File: src/rtl/pix_unpack_pkg.sv
package pix_unpack_pkg;
    localparam int WORD_W  = 32;
    localparam int BYTE_W  = 8;
    localparam int NBYTES  = WORD_W / BYTE_W;
    localparam int IDX_W   = 8;
    localparam int COMP_W  = 8;
    localparam int RGB_W   = 3 * COMP_W;
    localparam int CNT_W   = $clog2(WORD_W);
    localparam int PPW_W   = CNT_W + 1;
    localparam int DEPTH_W = 3;
    localparam int SUB_W   = 2;
    localparam int ORD_W   = 2;

    typedef enum logic [0:0] {
        ST_IDLE = 1'b0,
        ST_EMIT = 1'b1
    } state_t;

    typedef struct packed {
        logic [DEPTH_W-1:0] depth;
        logic [SUB_W-1:0]   sub;
        logic               swap;
    } mode_t;

    // pixels carried by one word at a given depth code
    function automatic logic [PPW_W-1:0] ppw_of(input logic [DEPTH_W-1:0] d);
        case (d)
            3'd0:    ppw_of = PPW_W'(32);
            3'd1:    ppw_of = PPW_W'(16);
            3'd2:    ppw_of = PPW_W'(8);
            3'd3:    ppw_of = PPW_W'(4);
            3'd4:    ppw_of = PPW_W'(2);
            default: ppw_of = PPW_W'(1);
        endcase
    endfunction

    // bits consumed per pixel
    function automatic logic [PPW_W-1:0] step_of(input logic [DEPTH_W-1:0] d);
        case (d)
            3'd0:    step_of = PPW_W'(1);
            3'd1:    step_of = PPW_W'(2);
            3'd2:    step_of = PPW_W'(4);
            3'd3:    step_of = PPW_W'(8);
            3'd4:    step_of = PPW_W'(16);
            default: step_of = PPW_W'(32);
        endcase
    endfunction
endpackage

File: src/rtl/pix_word_reorder.sv
module pix_word_reorder
    import pix_unpack_pkg::*;
(
    input  logic [WORD_W-1:0]  word_i,
    input  logic [ORD_W-1:0]   order_i,
    input  logic [DEPTH_W-1:0] depth_i,
    output logic [WORD_W-1:0]  word_o
);
    logic [WORD_W-1:0] byte_rev;
    logic [WORD_W-1:0] group_rev;

    for (genvar i = 0; i < NBYTES; i++) begin : g_lane
        logic [BYTE_W-1:0] src;
        logic [BYTE_W-1:0] rev1;
        logic [BYTE_W-1:0] rev2;
        logic [BYTE_W-1:0] rev4;

        assign src = word_i[i*BYTE_W +: BYTE_W];
        assign byte_rev[i*BYTE_W +: BYTE_W] = word_i[(NBYTES-1-i)*BYTE_W +: BYTE_W];

        for (genvar j = 0; j < BYTE_W; j++) begin : g_bit
            assign rev1[j] = src[BYTE_W-1-j];
        end
        for (genvar j = 0; j < BYTE_W/2; j++) begin : g_pair
            assign rev2[2*j +: 2] = src[(BYTE_W/2-1-j)*2 +: 2];
        end
        assign rev4 = {src[3:0], src[7:4]};

        always_comb begin
            case (depth_i)
                3'd0:    group_rev[i*BYTE_W +: BYTE_W] = rev1;
                3'd1:    group_rev[i*BYTE_W +: BYTE_W] = rev2;
                3'd2:    group_rev[i*BYTE_W +: BYTE_W] = rev4;
                default: group_rev[i*BYTE_W +: BYTE_W] = src;
            endcase
        end
    end

    always_comb begin
        case (order_i)
            2'd1:    word_o = byte_rev;
            2'd2:    word_o = group_rev;
            default: word_o = word_i;
        endcase
    end
endmodule

File: src/rtl/pix_unpack_fsm.sv
module pix_unpack_fsm
    import pix_unpack_pkg::*;
(
    input  logic              clk,
    input  logic              rst,
    input  logic              in_valid,
    output logic              in_ready,
    input  logic [WORD_W-1:0] word_i,
    input  mode_t             mode_i,
    output logic              out_valid,
    input  logic              out_ready,
    output logic [WORD_W-1:0] shr_o,
    output mode_t             mode_o
);
    state_t            state_q;
    state_t            state_d;
    logic [CNT_W-1:0]  pix_cnt;
    logic [WORD_W-1:0] shr_q;
    mode_t             mode_q;
    logic              last;
    logic              take;
    logic              load;

    assign last = ({1'b0, pix_cnt} == (ppw_of(mode_q.depth) - PPW_W'(1)));
    assign take = out_valid && out_ready;
    assign load = in_valid && in_ready;

    // state register
    always_ff @(posedge clk) begin
        if (rst) state_q <= ST_IDLE;
        else     state_q <= state_d;
    end

    // transitions: load, advance, reload, drain
    always_comb begin
        state_d = state_q;
        unique case (state_q)
            ST_IDLE: if (in_valid) state_d = ST_EMIT;
            ST_EMIT: if (take && last && !in_valid) state_d = ST_IDLE;
        endcase
    end

    // outputs
    always_comb begin
        out_valid = 1'b0;
        in_ready  = 1'b0;
        unique case (state_q)
            ST_IDLE: in_ready = 1'b1;
            ST_EMIT: begin
                out_valid = 1'b1;
                in_ready  = out_ready && last;
            end
        endcase
    end

    // word shifter and pixel counter
    always_ff @(posedge clk) begin
        if (rst) begin
            shr_q   <= '0;
            pix_cnt <= '0;
            mode_q  <= '0;
        end else if (load) begin
            shr_q   <= word_i;
            pix_cnt <= '0;
            mode_q  <= mode_i;
        end else if (take) begin
            shr_q   <= shr_q >> step_of(mode_q.depth);
            pix_cnt <= pix_cnt + CNT_W'(1);
        end
    end

    assign shr_o  = shr_q;
    assign mode_o = mode_q;
endmodule

File: src/rtl/pix_color_expand.sv
module pix_color_expand
    import pix_unpack_pkg::*;
(
    input  logic [RGB_W-1:0] px_i,
    input  mode_t            mode_i,
    output logic             indexed_o,
    output logic [IDX_W-1:0] index_o,
    output logic [RGB_W-1:0] rgb_o
);
    logic [COMP_W-1:0] lo_c;
    logic [COMP_W-1:0] mid_c;
    logic [COMP_W-1:0] hi_c;
    logic              direct;

    always_comb begin
        indexed_o = 1'b1;
        index_o   = '0;
        direct    = 1'b0;
        lo_c      = '0;
        mid_c     = '0;
        hi_c      = '0;
        case (mode_i.depth)
            3'd0: index_o = {7'd0, px_i[0]};
            3'd1: index_o = {6'd0, px_i[1:0]};
            3'd2: index_o = {4'd0, px_i[3:0]};
            3'd3: index_o = px_i[7:0];
            3'd4: begin
                indexed_o = 1'b0;
                direct    = 1'b1;
                case (mode_i.sub)
                    2'd1: begin
                        lo_c  = {px_i[4:0],   3'b0};
                        mid_c = {px_i[9:5],   3'b0};
                        hi_c  = {px_i[14:10], 3'b0};
                    end
                    2'd2: begin
                        lo_c  = {px_i[3:0],  4'b0};
                        mid_c = {px_i[7:4],  4'b0};
                        hi_c  = {px_i[11:8], 4'b0};
                    end
                    default: begin
                        lo_c  = {px_i[4:0],   3'b0};
                        mid_c = {px_i[10:5],  2'b0};
                        hi_c  = {px_i[15:11], 3'b0};
                    end
                endcase
            end
            default: begin
                indexed_o = 1'b0;
                direct    = 1'b1;
                lo_c      = px_i[7:0];
                mid_c     = px_i[15:8];
                hi_c      = px_i[23:16];
            end
        endcase
        if (!direct)          rgb_o = '0;
        else if (mode_i.swap) rgb_o = {lo_c, mid_c, hi_c};
        else                  rgb_o = {hi_c, mid_c, lo_c};
    end
endmodule

File: src/rtl/pix_unpack.sv
module pix_unpack
    import pix_unpack_pkg::*;
(
    input  logic               clk,
    input  logic               rst,
    input  logic [DEPTH_W-1:0] cfg_depth,
    input  logic [SUB_W-1:0]   cfg_sub,
    input  logic [ORD_W-1:0]   cfg_order,
    input  logic               cfg_swap,
    input  logic               in_valid,
    output logic               in_ready,
    input  logic [WORD_W-1:0]  in_word,
    output logic               out_valid,
    input  logic               out_ready,
    output logic               out_indexed,
    output logic [IDX_W-1:0]   out_index,
    output logic [RGB_W-1:0]   out_rgb
);
    logic [WORD_W-1:0] word_ord;
    logic [WORD_W-1:0] shr;
    mode_t             mode_in;
    mode_t             mode_cur;

    assign mode_in = '{depth: cfg_depth, sub: cfg_sub, swap: cfg_swap};

    pix_word_reorder u_reorder (
        .word_i  (in_word),
        .order_i (cfg_order),
        .depth_i (cfg_depth),
        .word_o  (word_ord)
    );

    pix_unpack_fsm u_fsm (
        .clk       (clk),
        .rst       (rst),
        .in_valid  (in_valid),
        .in_ready  (in_ready),
        .word_i    (word_ord),
        .mode_i    (mode_in),
        .out_valid (out_valid),
        .out_ready (out_ready),
        .shr_o     (shr),
        .mode_o    (mode_cur)
    );

    pix_color_expand u_expand (
        .px_i      (shr[RGB_W-1:0]),
        .mode_i    (mode_cur),
        .indexed_o (out_indexed),
        .index_o   (out_index),
        .rgb_o     (out_rgb)
    );

    logic unused_top;
    assign unused_top = ^shr[WORD_W-1:RGB_W];
endmodule

File: config.mk
export PLATFORM = sky130hd
export DESIGN_NAME = pix_unpack
export DESIGN_NICKNAME = d
export VERILOG_FILES = /design/src/rtl/pix_unpack_pkg.sv /design/src/rtl/pix_word_reorder.sv /design/src/rtl/pix_unpack_fsm.sv /design/src/rtl/pix_color_expand.sv /design/src/rtl/pix_unpack.sv
export SDC_FILE = /design/constraint.sdc
export NUM_CORES = 1
export LEC_CHECK = 0
export ABC_AREA = 1
export BUFFER_PORTS_ARGS = -buffer_cell sky130_fd_sc_hd__clkbuf_2
export CORE_MARGIN = 4
export CORE_UTILIZATION = 60
export DETAILED_ROUTE_END_ITERATION = 12
export PLACE_DENSITY = 0.82
export SLEW_MARGIN = 20
export SYNTH_ARGS = -nofsm -noshare
export SYNTH_HDL_FRONTEND = slang
export SYNTH_HIERARCHICAL = 1
export SYNTH_SLANG_ARGS = --single-unit
File: constraint.sdc
create_clock -name clk -period 5.2 [get_ports clk]
set_input_delay 0 -clock clk [delete_from_list [all_inputs] [get_ports clk]]
set_output_delay 0 -clock clk [all_outputs]
set_load 0.05 [all_outputs]
---- Word level (Yosys, flattened, before mapping) ----
Cells that the tools add are included.
operators by class
  $add $sub $neg .......................... 2
  equal/unequal tests ..................... 11
  shift-type cells ........................ 1
  mux-type cells .......................... 27
  bitwise gates (word level) .............. 1
  reductions and logical operators ........ 11
operators by type and width
  operator             number
  $pmux 8 s3           4
  $mux 32              2
  $pmux 32 s2          1
  $pmux 6 s5           2
  $mux 24              2
  $mux 8               4
  $pmux 8 s2           2
  $pmux 8 s4           1
  $shr 32x6->32        1
  $mux 6               3
  $eq 3x2->1 const B   3
  $eq 3x1->1 const B   2
  $eq 5x6->1           1
  $logic_not 3->1      2
  $sub 6x1->6 const B  1
  $add 5x1->5 const B  1
  $logic_and 1x1->1    5
  $eq 2x1->1 const B   2
  $eq 2x2->1 const B   2
  $mux 1               4
  $pmux 1 s2           2
  $reduce_or 4->1      1
  $eq 3x3->1 const B   1
  $reduce_bool 2->1    1
  other kinds (3)      3
storage, ports and cells
  register bits after elaboration ......... 44
  bits of input ports ..................... 44
  output and inout port bits .............. 35
  logic and storage cells ................. 59

---- Longest topological paths before layout ----
Gate-level depths: netlist of the first run.
  depth in word-level cells ............... 12
  mapped depth ............................ 16

---- Modules after synthesis ----
Netlist of the first run, hierarchy kept.
modules (own cells, without submodules)
  module            times used  cells an instance  area an instance (um^2)  seq. area each (um^2)
  pix_unpack_fsm    1           643                3616.0                   880.8
  pix_word_reorder  1           399                1814.2                   0.0
  pix_color_expand  1           200                910.9                    0.0

---- Least setup slack after synthesis of the first run ----
Ideal clock, no wire load.
  kind .................................... register -> register
  from .................................... register u_fsm.mode_q, in the netlist u_fsm/mode_o[4]
  to ...................................... register u_fsm.shr_q[24], in the netlist u_fsm/shr_o[24]
  setup time .............................. 0.109 ns
  arrival ................................. 2.119 ns
  required time ........................... 5.091 ns
  setup slack ............................. 2.972 ns
  stages on the path, launching flop included .. 16
  path buffers ............................ 2
  clock period less this slack ............ 2.228 ns
  cell sequence ........................... dfxtp_1 > inv_2 > nand2_2 > nand2_1 > nand2_1 > nand2_1 > nor2_1 > nand2_2 > nand2_1 > nand2_1 > buf_4 > buf_2 > nand2_1 > nand3_1 > nand2_1 > inv_1
on the way
  word-level cells in the longest chain between the ends .. 8
ends and longest elaborated chain
  item                                                 line                  source
  start, declared                                      pix_unpack_fsm.sv:19  mode_t mode_q;
  start signal, assigned                               pix_unpack_fsm.sv:65  mode_q <= mode_i;
  $eq 3x3->1, or another cell as far along             pix_unpack_pkg.sv:27  case (d)
  $pmux 6 s5 (*)                                       pix_unpack_pkg.sv:27
  $sub 6x1->6 (*)                                      pix_unpack_fsm.sv:24  assign last = ({1'b0, pix_cnt} == (ppw_of(mode_q.depth) - PPW_W'(1)));
  $eq 5x6->1 (*)                                       pix_unpack_fsm.sv:24
  $logic_and 1x1->1 (*)                                pix_unpack_fsm.sv:51  in_ready = out_ready && last;
  $pmux 1 s2 (*)                                       pix_unpack_fsm.sv:47  unique case (state_q)
  net in_ready                                         pix_unpack.sv:11      output logic in_ready,
  $logic_and 1x1->1 (*)                                pix_unpack_fsm.sv:26  assign load = in_valid && in_ready;
  $mux 32 / $reduce_bool 2->1 (equally long branches)  --
  end signal, assigned                                 pix_unpack_fsm.sv:63  shr_q <= word_i;
  end signal, assigned                                 pix_unpack_fsm.sv:67  shr_q <= shr_q >> step_of(mode_q.depth);
  end, declared                                        pix_unpack_fsm.sv:18  logic [WORD_W-1:0] shr_q;
Mark *: on every way through the listed nets, which the timed path passes. The rest lies on a longest branch. The select of a mux whose other input is x is not followed.
A chain may end at the register's enable or synchronous reset.

---- Worst setup path in the final report of the first run ----
  from .................................... register u_fsm.mode_q, in the netlist u_fsm/mode_o[4]
  to ...................................... register u_fsm.shr_q[9], in the netlist u_fsm/shr_o[9]
on the way
  word-level cells in the longest chain between the ends .. 8
ends and longest elaborated chain
  item                                                 line
  $eq 3x3->1, or another cell as far along             pix_unpack_pkg.sv:27, pix_unpack_pkg.sv:39
  $pmux 6 s5, on equally long branches                 pix_unpack_pkg.sv:27, pix_unpack_pkg.sv:39
  $sub 6x1->6 / $mux 6 (equally long branches)         pix_unpack_fsm.sv:24, pix_unpack_fsm.sv:66
  $eq 5x6->1 / $mux 6 (equally long branches)          pix_unpack_fsm.sv:24, pix_unpack_fsm.sv:62
  $logic_and 1x1->1 / $mux 6 (equally long branches)   pix_unpack_fsm.sv:51, pix_unpack_fsm.sv:58
  $pmux 1 s2 / $shr 32x6->32 (equally long branches)   pix_unpack_fsm.sv:47, pix_unpack_fsm.sv:67
  $logic_and 1x1->1 / $mux 32 (equally long branches)  pix_unpack_fsm.sv:26, pix_unpack_fsm.sv:66
  $mux 32 / $reduce_bool 2->1 (equally long branches)  --
Parallel ways exist; a longest one is shown, timed or not. The select of a mux whose other input is x is not followed.

==> summary.txt, run 1 <==
Pwr
  – Pleak: 3.11 nW
  – Total power: 1.43 mW
  – Maximum VDD drop: 0.140 mV
  – P per Cell Area: 214 nW/um2

Layout
  – Layout cells sized above 1: 0.0924
  – NumNets Final: 1,303
  – Fin area: 6690 um2
  – Number of diodes: 0
  – Area grow syn2layout: 5.49%

Route
  – Vias: 8,569
  – Final ANT Viol Nets: 0
  – DR vias/cell: 6.16
  – DRC: 0
  – Detailed Routing Iterations Pass 1: 12
  – WL/cell: 17.3 um
  – Drt first-iter violations: 1,545
  – Detailed Route WL: 24,100 um

GRT
  – Vias in the first global route: 7,148
  – Global route overflow: 0
  – Pin count of the biggest net entering global routing: 65
  – First-pass GRT wire length: 37,600 um
  – Initial antenna violation count: 0
  – Total track usage: 0.367

Synthesis
  – Library cells used by synthesis: 31
  – Yosys warning count: 6
  – Async S/R FF share, synth: 0
  – Most frequent cell after synthesis: nand2_1
  – Yosys top cell by area: nand2_1
  – Sequential cell area fraction in the yosys report: 0.139
  – Gate Count Post-Synth: 1,242
  – Top cell type's share of synthesized area: 0.181
  – EDFF count, synth: 0
  – Area contributors post-synth: nand2_1 (18%), nand3_1 (17%), dfxtp_1 (14%)
  – List of most frequent post-synthesis cells: nand2_1 (306), nand3_1 (216), nor2_1 (158), a21oi_1 (156), inv_1 (139)
  – Post-Syn Area: 6340 um2
  – Syn avg cell area: 5.11 um2
  – Net Count, Synth: 1,291
  – Ys flop type: dfxtp_1
  – #FFs+latches synth: 44

STA
  – Setup ws final: 1.59 ns
  – Max-slew headroom: 0.203
  – Slew at the pin closest to its max-slew limit: 1.20 ns
  – Clock skew: 0.00444 ns
  – Max Freq: 277 MHz
  – Total negative setup slack: 0 ns
  – Finish-stage setup viols: 0
  – RSZ-0062 raised after global routing: false
  – Slew Limit Fails: 0
  – Final worst-path cycle share: 0.693
  – Final Hold Viols: 0
  – Worst hold slack: 0.0170 ns
  – Min Tclk post-route: 3.61 ns

Run status
  – Status: finished clean

Place
  – DP HPWL: 16,900 um
  – IO buf count: 78
  – GPL Wtd Cong: 1.02
  – DP Worst Slack: 1.84 ns
  – Cell area after placement: 6540 um2

Run
  – Max-Cap Viols: 0

CTS
  – Post-CTS Setup Bufs: 0
  – Clock Latency Late Sink: 0.30 ns
  – CTS tree: yes
  – H-tree Lvls: 2
  – Total CTS buffers: 5
  – Worst-path clk slew: 0.09 ns
  – Maximum buffer depth of the clock tree: 2
  – Root Buffer: clkbuf_8
  – Clk sink count: 44

Worst setup path
  – Most used cell along the critical path: nand2_1
  – Max stage delay on crit path: 0.95 ns
  – Critical Path End Type: flop
  – Crit-path max FO: 24
  – Crit path arrival time: 3.84 ns
  – Critical path data required time: 5.43 ns
  – WP buf/inv: 0
  – Crit start category: flop
  – Crit-path cells: nor2_2 > nand3_1 > nand3_1 > nor2_1 > nand2_2 > nand2_1 > nand2_1 > nand2_1 > nor2_2 > o21ai_0 > a21oi_1
  – Slowest CP cell: nor2_2
  – Setup CP Type: flop to flop
  – Kind of cell adding the most delay to the critical path: simple AND/OR/NAND/NOR gates

Die
  – Die H: 111 um
  – Initial core utilization: 0.614
  – Die area: 12,300 um2
  – Core area: 10,300 um2
  – I/O pin cnt: 79
  – Die W: 111 um
  – Row cnt: 37

Hold path
  – HP Class: input pin to flop
## power breakdown
group	switching, mW	internal, mW
logic	0.532	0.212
clock network	0.133	0.142
registers	0.0487	0.364
## routing by layer
layer	share of wire	global-route usage	routed length (um)
met2	0.43	0.570	10400
met4	0.044	0.140	1050
met5	0	0	0
met1	0.40	0.509	9530
met3	0.13	0.0617	3090
## stage by stage
step,instances,util
final,1391,0.648
after CTS,1391,0.647
after detailed placement,1380,0.634
after global routing,1391,0.648
after floorplan,1242,-
after global placement,1380,0.634
## registers in the layout, summed over array words and instances, names as in the netlist
signal	count
u_fsm/mode_o	6
u_fsm/state_q	1
u_fsm/pix_cnt	5
u_fsm/shr_o	32
## repair_timing
item,CTS,global route
resized for setup,0,0
hold buffers,3,0
endpoints found under the hold margin,3,0
## cell usage in the layout (no fill, tap or decap), types with 4 or more instances in the layout
| cell | count |
|---|---|
| nand2_2 | 6 |
| inv_1 | 139 |
| nor3_1 | 5 |
| dfxtp_1 | 44 |
| o211ai_1 | 27 |
| clkbuf_8 | 5 |
| nor2_1 | 158 |
| buf_4 | 9 |
| clkbuf_2 | 78 |
| o21ai_0 | 45 |
| nand4_1 | 23 |
| ha_1 | 5 |
| a21oi_1 | 156 |
| inv_2 | 4 |
| nand3_1 | 216 |
| o22ai_1 | 4 |
| nand2_1 | 306 |
## worst paths after layout
path	start	end	slack [ns]	cells past startpoint
min reg2reg	u_fsm/mode_o[2]$_SDFFE_PP0P_	u_fsm/mode_o[2]$_SDFFE_PP0P_	0.52	2
min	in_valid	u_fsm/state_q$_SDFF_PP0_	0.02	3
max	u_fsm/mode_o[4]$_SDFFE_PP0P_	u_fsm/shr_o[9]$_SDFFE_PP0P_	1.59	11
max reg2reg	u_fsm/mode_o[4]$_SDFFE_PP0P_	u_fsm/shr_o[9]$_SDFFE_PP0P_	1.59	11
## final cells by class
type	count	area, um2
Inverter	144	546
Tap cell	136	170
Clock buffer	5	68.8
Multi-Input combinational cell	969	4490
Clock inverter	3	42.5
Timing Repair Buffer	90	488
Fill cell	1102	3630
Sequential cell	44	881
## logic make-up after synthesis
kind of cell	share of synthesized area
xor gates and xnor gates	0.00276
buffers and inverters	0.153
adders and majority gates	0.00987
DFF	0.139
and+or+nand+nor	0.492
muxes	0.00178
AOI/OAI and AO/OA	0.202
## worst reg2reg max path, cell delays in order (launching register included)
cell and delay [ns]:
dfxtp_1 0.49, nor2_2 0.95, nand3_1 0.16, nand3_1 0.14, nor2_1 0.05, nand2_2 0.08, nand2_1 0.09, nand2_1 0.59
nand2_1 0.14, nor2_2 0.51, o21ai_0 0.19, a21oi_1 0.15
(Power assumes the default switching activity.)
==> run 2, diff against run 1 <==
CORE_UTILIZATION = 55   (was 60)
PLACE_DENSITY = 0.79   (was 0.82)
clock period = 3.1 ns   (was 5.2 ns; I/O delays follow)
==> summary.txt, run 2 (synthesis gave the netlist of run 1 again) <==
Worst setup path
  – Crit path arrival time: 2.45 ns (-1.39 ns)
  – Crit-path max FO: 29 (+21%)
  – Critical Path End Type: output port
  – Setup CP Type: flop to output port
  – R2r endpoint: u_fsm/shr_o[9]$_SDFFE_PP0P_
  – R2r startpoint: u_fsm/mode_o[4]$_SDFFE_PP0P_
  – Worst reg2reg path depth: 13 (+2)
  – CP startpoint: u_fsm/mode_o[3]$_SDFFE_PP0P_
  – Critical path data required time: 3.10 ns (-2.33 ns)
  – Crit start category: flop
  – Reg-to-reg slack, setup: 0.70 ns (-0.89 ns)

GRT
  – Vias in the first global route: 7,398 (+3.5%)
  – Most used routing layer: met2
  – Met1 GRT Util: 0.500 (-0.00816)
  – Pin count of the biggest net entering global routing: 42 (-35%)
  – Initial antenna violation count: 1 (+1)
  – M3 GR Usage: 0.0674 (+0.00569)
  – GR Layer Usage met2: 0.534 (-0.0360)
  – First-pass GRT wire length: 38,400 um (+2.2%)
  – Global route overflow: 0 (unchanged)
  – Total track usage: 0.358 (-0.00924)

Die
  – I/O pin cnt: 79 (unchanged)
  – Die area: 13,300 um2 (+8.4%)
  – Initial core utilization: 0.572 (-0.0418)
  – Die H: 115 um (+4.1%)
  – Row cnt: 38 (+2.7%)
  – Die W: 115 um (+4.1%)
  – Core area: 11,100 um2 (+7.3%)

Place
  – IO buf count: 78 (unchanged)
  – DP HPWL: 17,500 um (+3.1%)
  – GPL Wtd Cong: 1.03 (+1.4%)

Hold path
  – Hold Crit Endpoint: u_fsm/state_q$_SDFF_PP0_
  – HP Class: input pin to flop
  – Hold path start: in_valid
  – Hold Crit Depth: 3 (unchanged)

Pwr
  – Total power: 2.58 mW (+80%)
  – Clk pwr share: 0.239 (+0.047)
  – Internal power: 1.37 mW (+91%)
  – Flop pwr share: 0.265 (-0.023)
  – P per Cell Area: 373 nW/um2 (+75%)
  – Sw Share: 0.469 (-0.0298)
  – Pleak: 3.24 nW (+3.9%)
  – Maximum VDD drop: 0.376 mV (+170%)
  – P_sw: 1.21 mW (+69%)
  – Logic pwr share: 0.496 (-0.024)

Route
  – Detailed Route WL: 24,100 um (about the same)
  – Detailed Routing Iterations Pass 1: 8 (-4)
  – Vias: 8,584 (+0.18%)
  – DR vias/cell: 6.07 (-1.5%)
  – Drt first-iter violations: 1,354 (-12%)
  – DRC: 0 (unchanged)
  – Final ANT Viol Nets: 0 (unchanged)
  – WL/cell: 17.0 um (-1.6%)

Run
  – Max-Cap Viols: 0 (unchanged)

Layout
  – NumNets Final: 1,322 (+1.5%)
  – Filler instances: 1,186 (+7.6%)
  – Area grow syn2layout: 8.82%
  – Area of the multi-input gates: 4490 um2 (-0.11%)
  – Number of diodes: 0 (unchanged)
  – Most frequent cells in the layout: nand2_1 (306), nand3_1 (216), nor2_1 (158)
  – Layout cells sized above 1: 0.106 (+0.0135)
  – Most common cell after layout, fill and taps aside: nand2_1
  – Final Core Density: 0.623 (-0.0250)
  – Register area: 881 um2 (unchanged)
  – Max reg flops: 32 (unchanged)

STA
  – Min Tclk post-route: 2.45 ns
  – Max Freq: 408 MHz
  – Finish-stage setup viols: 0 (unchanged)
  – Slew at the pin closest to its max-slew limit: 1.04 ns (-0.151 ns)
  – Max-slew headroom: 0.303 (+0.0997)
  – Total negative setup slack: 0 ns (unchanged)
  – Clock skew: 0.00676 ns (+0.00232 ns)
  – RSZ-0062 raised after global routing: false
  – Slew Limit Fails: 0 (unchanged)
  – Final Hold Viols: 0 (unchanged)
  – Final worst-path cycle share: 0.790

CTS
  – Maximum buffer depth of the clock tree: 2 (unchanged)
  – Clock Latency Late Sink: 0.29 ns (about the same)
  – CTS tree: yes
  – Root Buffer: clkbuf_16
  – H-tree Lvls: 2 (unchanged)
  – Clk sink count: 44 (unchanged)
  – Post-CTS Setup Bufs: 0 (unchanged)
  – Worst-path clk slew: 0.07 ns (-0.02 ns)
  – Total CTS buffers: 5 (unchanged)

Run status
  – Status: finished clean
-- run 2: layout make-up --
type	instances	area share
repair buffers	109	0.0932
multi-input cells	969	0.650
clock inverters	3	0.00617
inverters	144	0.0791
clock buffers	5	0.0181
well taps	140	0.0254
flip-flops and latches	44	0.128
-- run 2: per-layer routing --
metal  vias to the layer above  part of all wire
li1                       4130                 -
met1                      3769              0.41
met2                       579              0.42
met3                       104              0.12
met4                         2             0.054
met5                         -           0.00054
-- run 2: power groups by stage --
| stage | logic (mW) | registers, mW | clock network (mW) |
|---|---|---|---|
| after floorplan | 0.906 | 0.665 | 0 |
| after global routing | 1.41 | 0.687 | 0.647 |
| after CTS | 1.23 | 0.678 | 0.624 |
| final | 1.28 | 0.682 | 0.615 |
| after global placement | 1.23 | 0.691 | 0 |
| after detailed placement | 1.22 | 0.691 | 0 |
-- run 2: worst max-delay path by stage --
stage / slack, ns / end / depth (start not counted)
CTS: 0.70 / out_rgb[4] / 10
global route: 0.45 / u_fsm/shr_o[9]$_SDFFE_PP0P_ / 12
detailed placement: 0.79 / u_fsm/shr_o[9]$_SDFFE_PP0P_ / 12
global placement: 0.89 / u_fsm/shr_o[9]$_SDFFE_PP0P_ / 12
finish: 0.65 / out_rgb[4] / 10
floorplan: 0.87 / u_fsm/shr_o[24]$_SDFFE_PP0P_ / 15
-- run 2: repair_timing --
item                      CTS  global route
hold endpoints to repair    3             0
hold buffers                3             0
resized for setup           0             0
-- run 2: metrics by stage --
step	hold WS (ns)	instances	setup WS, ns	area [um2]
floorplan	0.164	1242	0.872	6340
global placement	0.278	1403	0.894	6700
detailed placement	0.284	1403	0.786	6700
CTS	0.0447	1414	0.701	6900
global route	0.0952	1414	0.454	6900
finish	0.0497	1414	0.651	6900
-- run 2: worst max-delay path: stages (launching register included) --
cell and delay [ns]:
dfxtp_1 0.32, buf_4 0.18, buf_4 0.21, nor2_4 0.23
nand2_2 0.38, clkinv_4 0.20, nand2_1 0.09, nand3_1 0.07
nand2_1 0.06, nor2_1 0.13, clkbuf_2 0.29
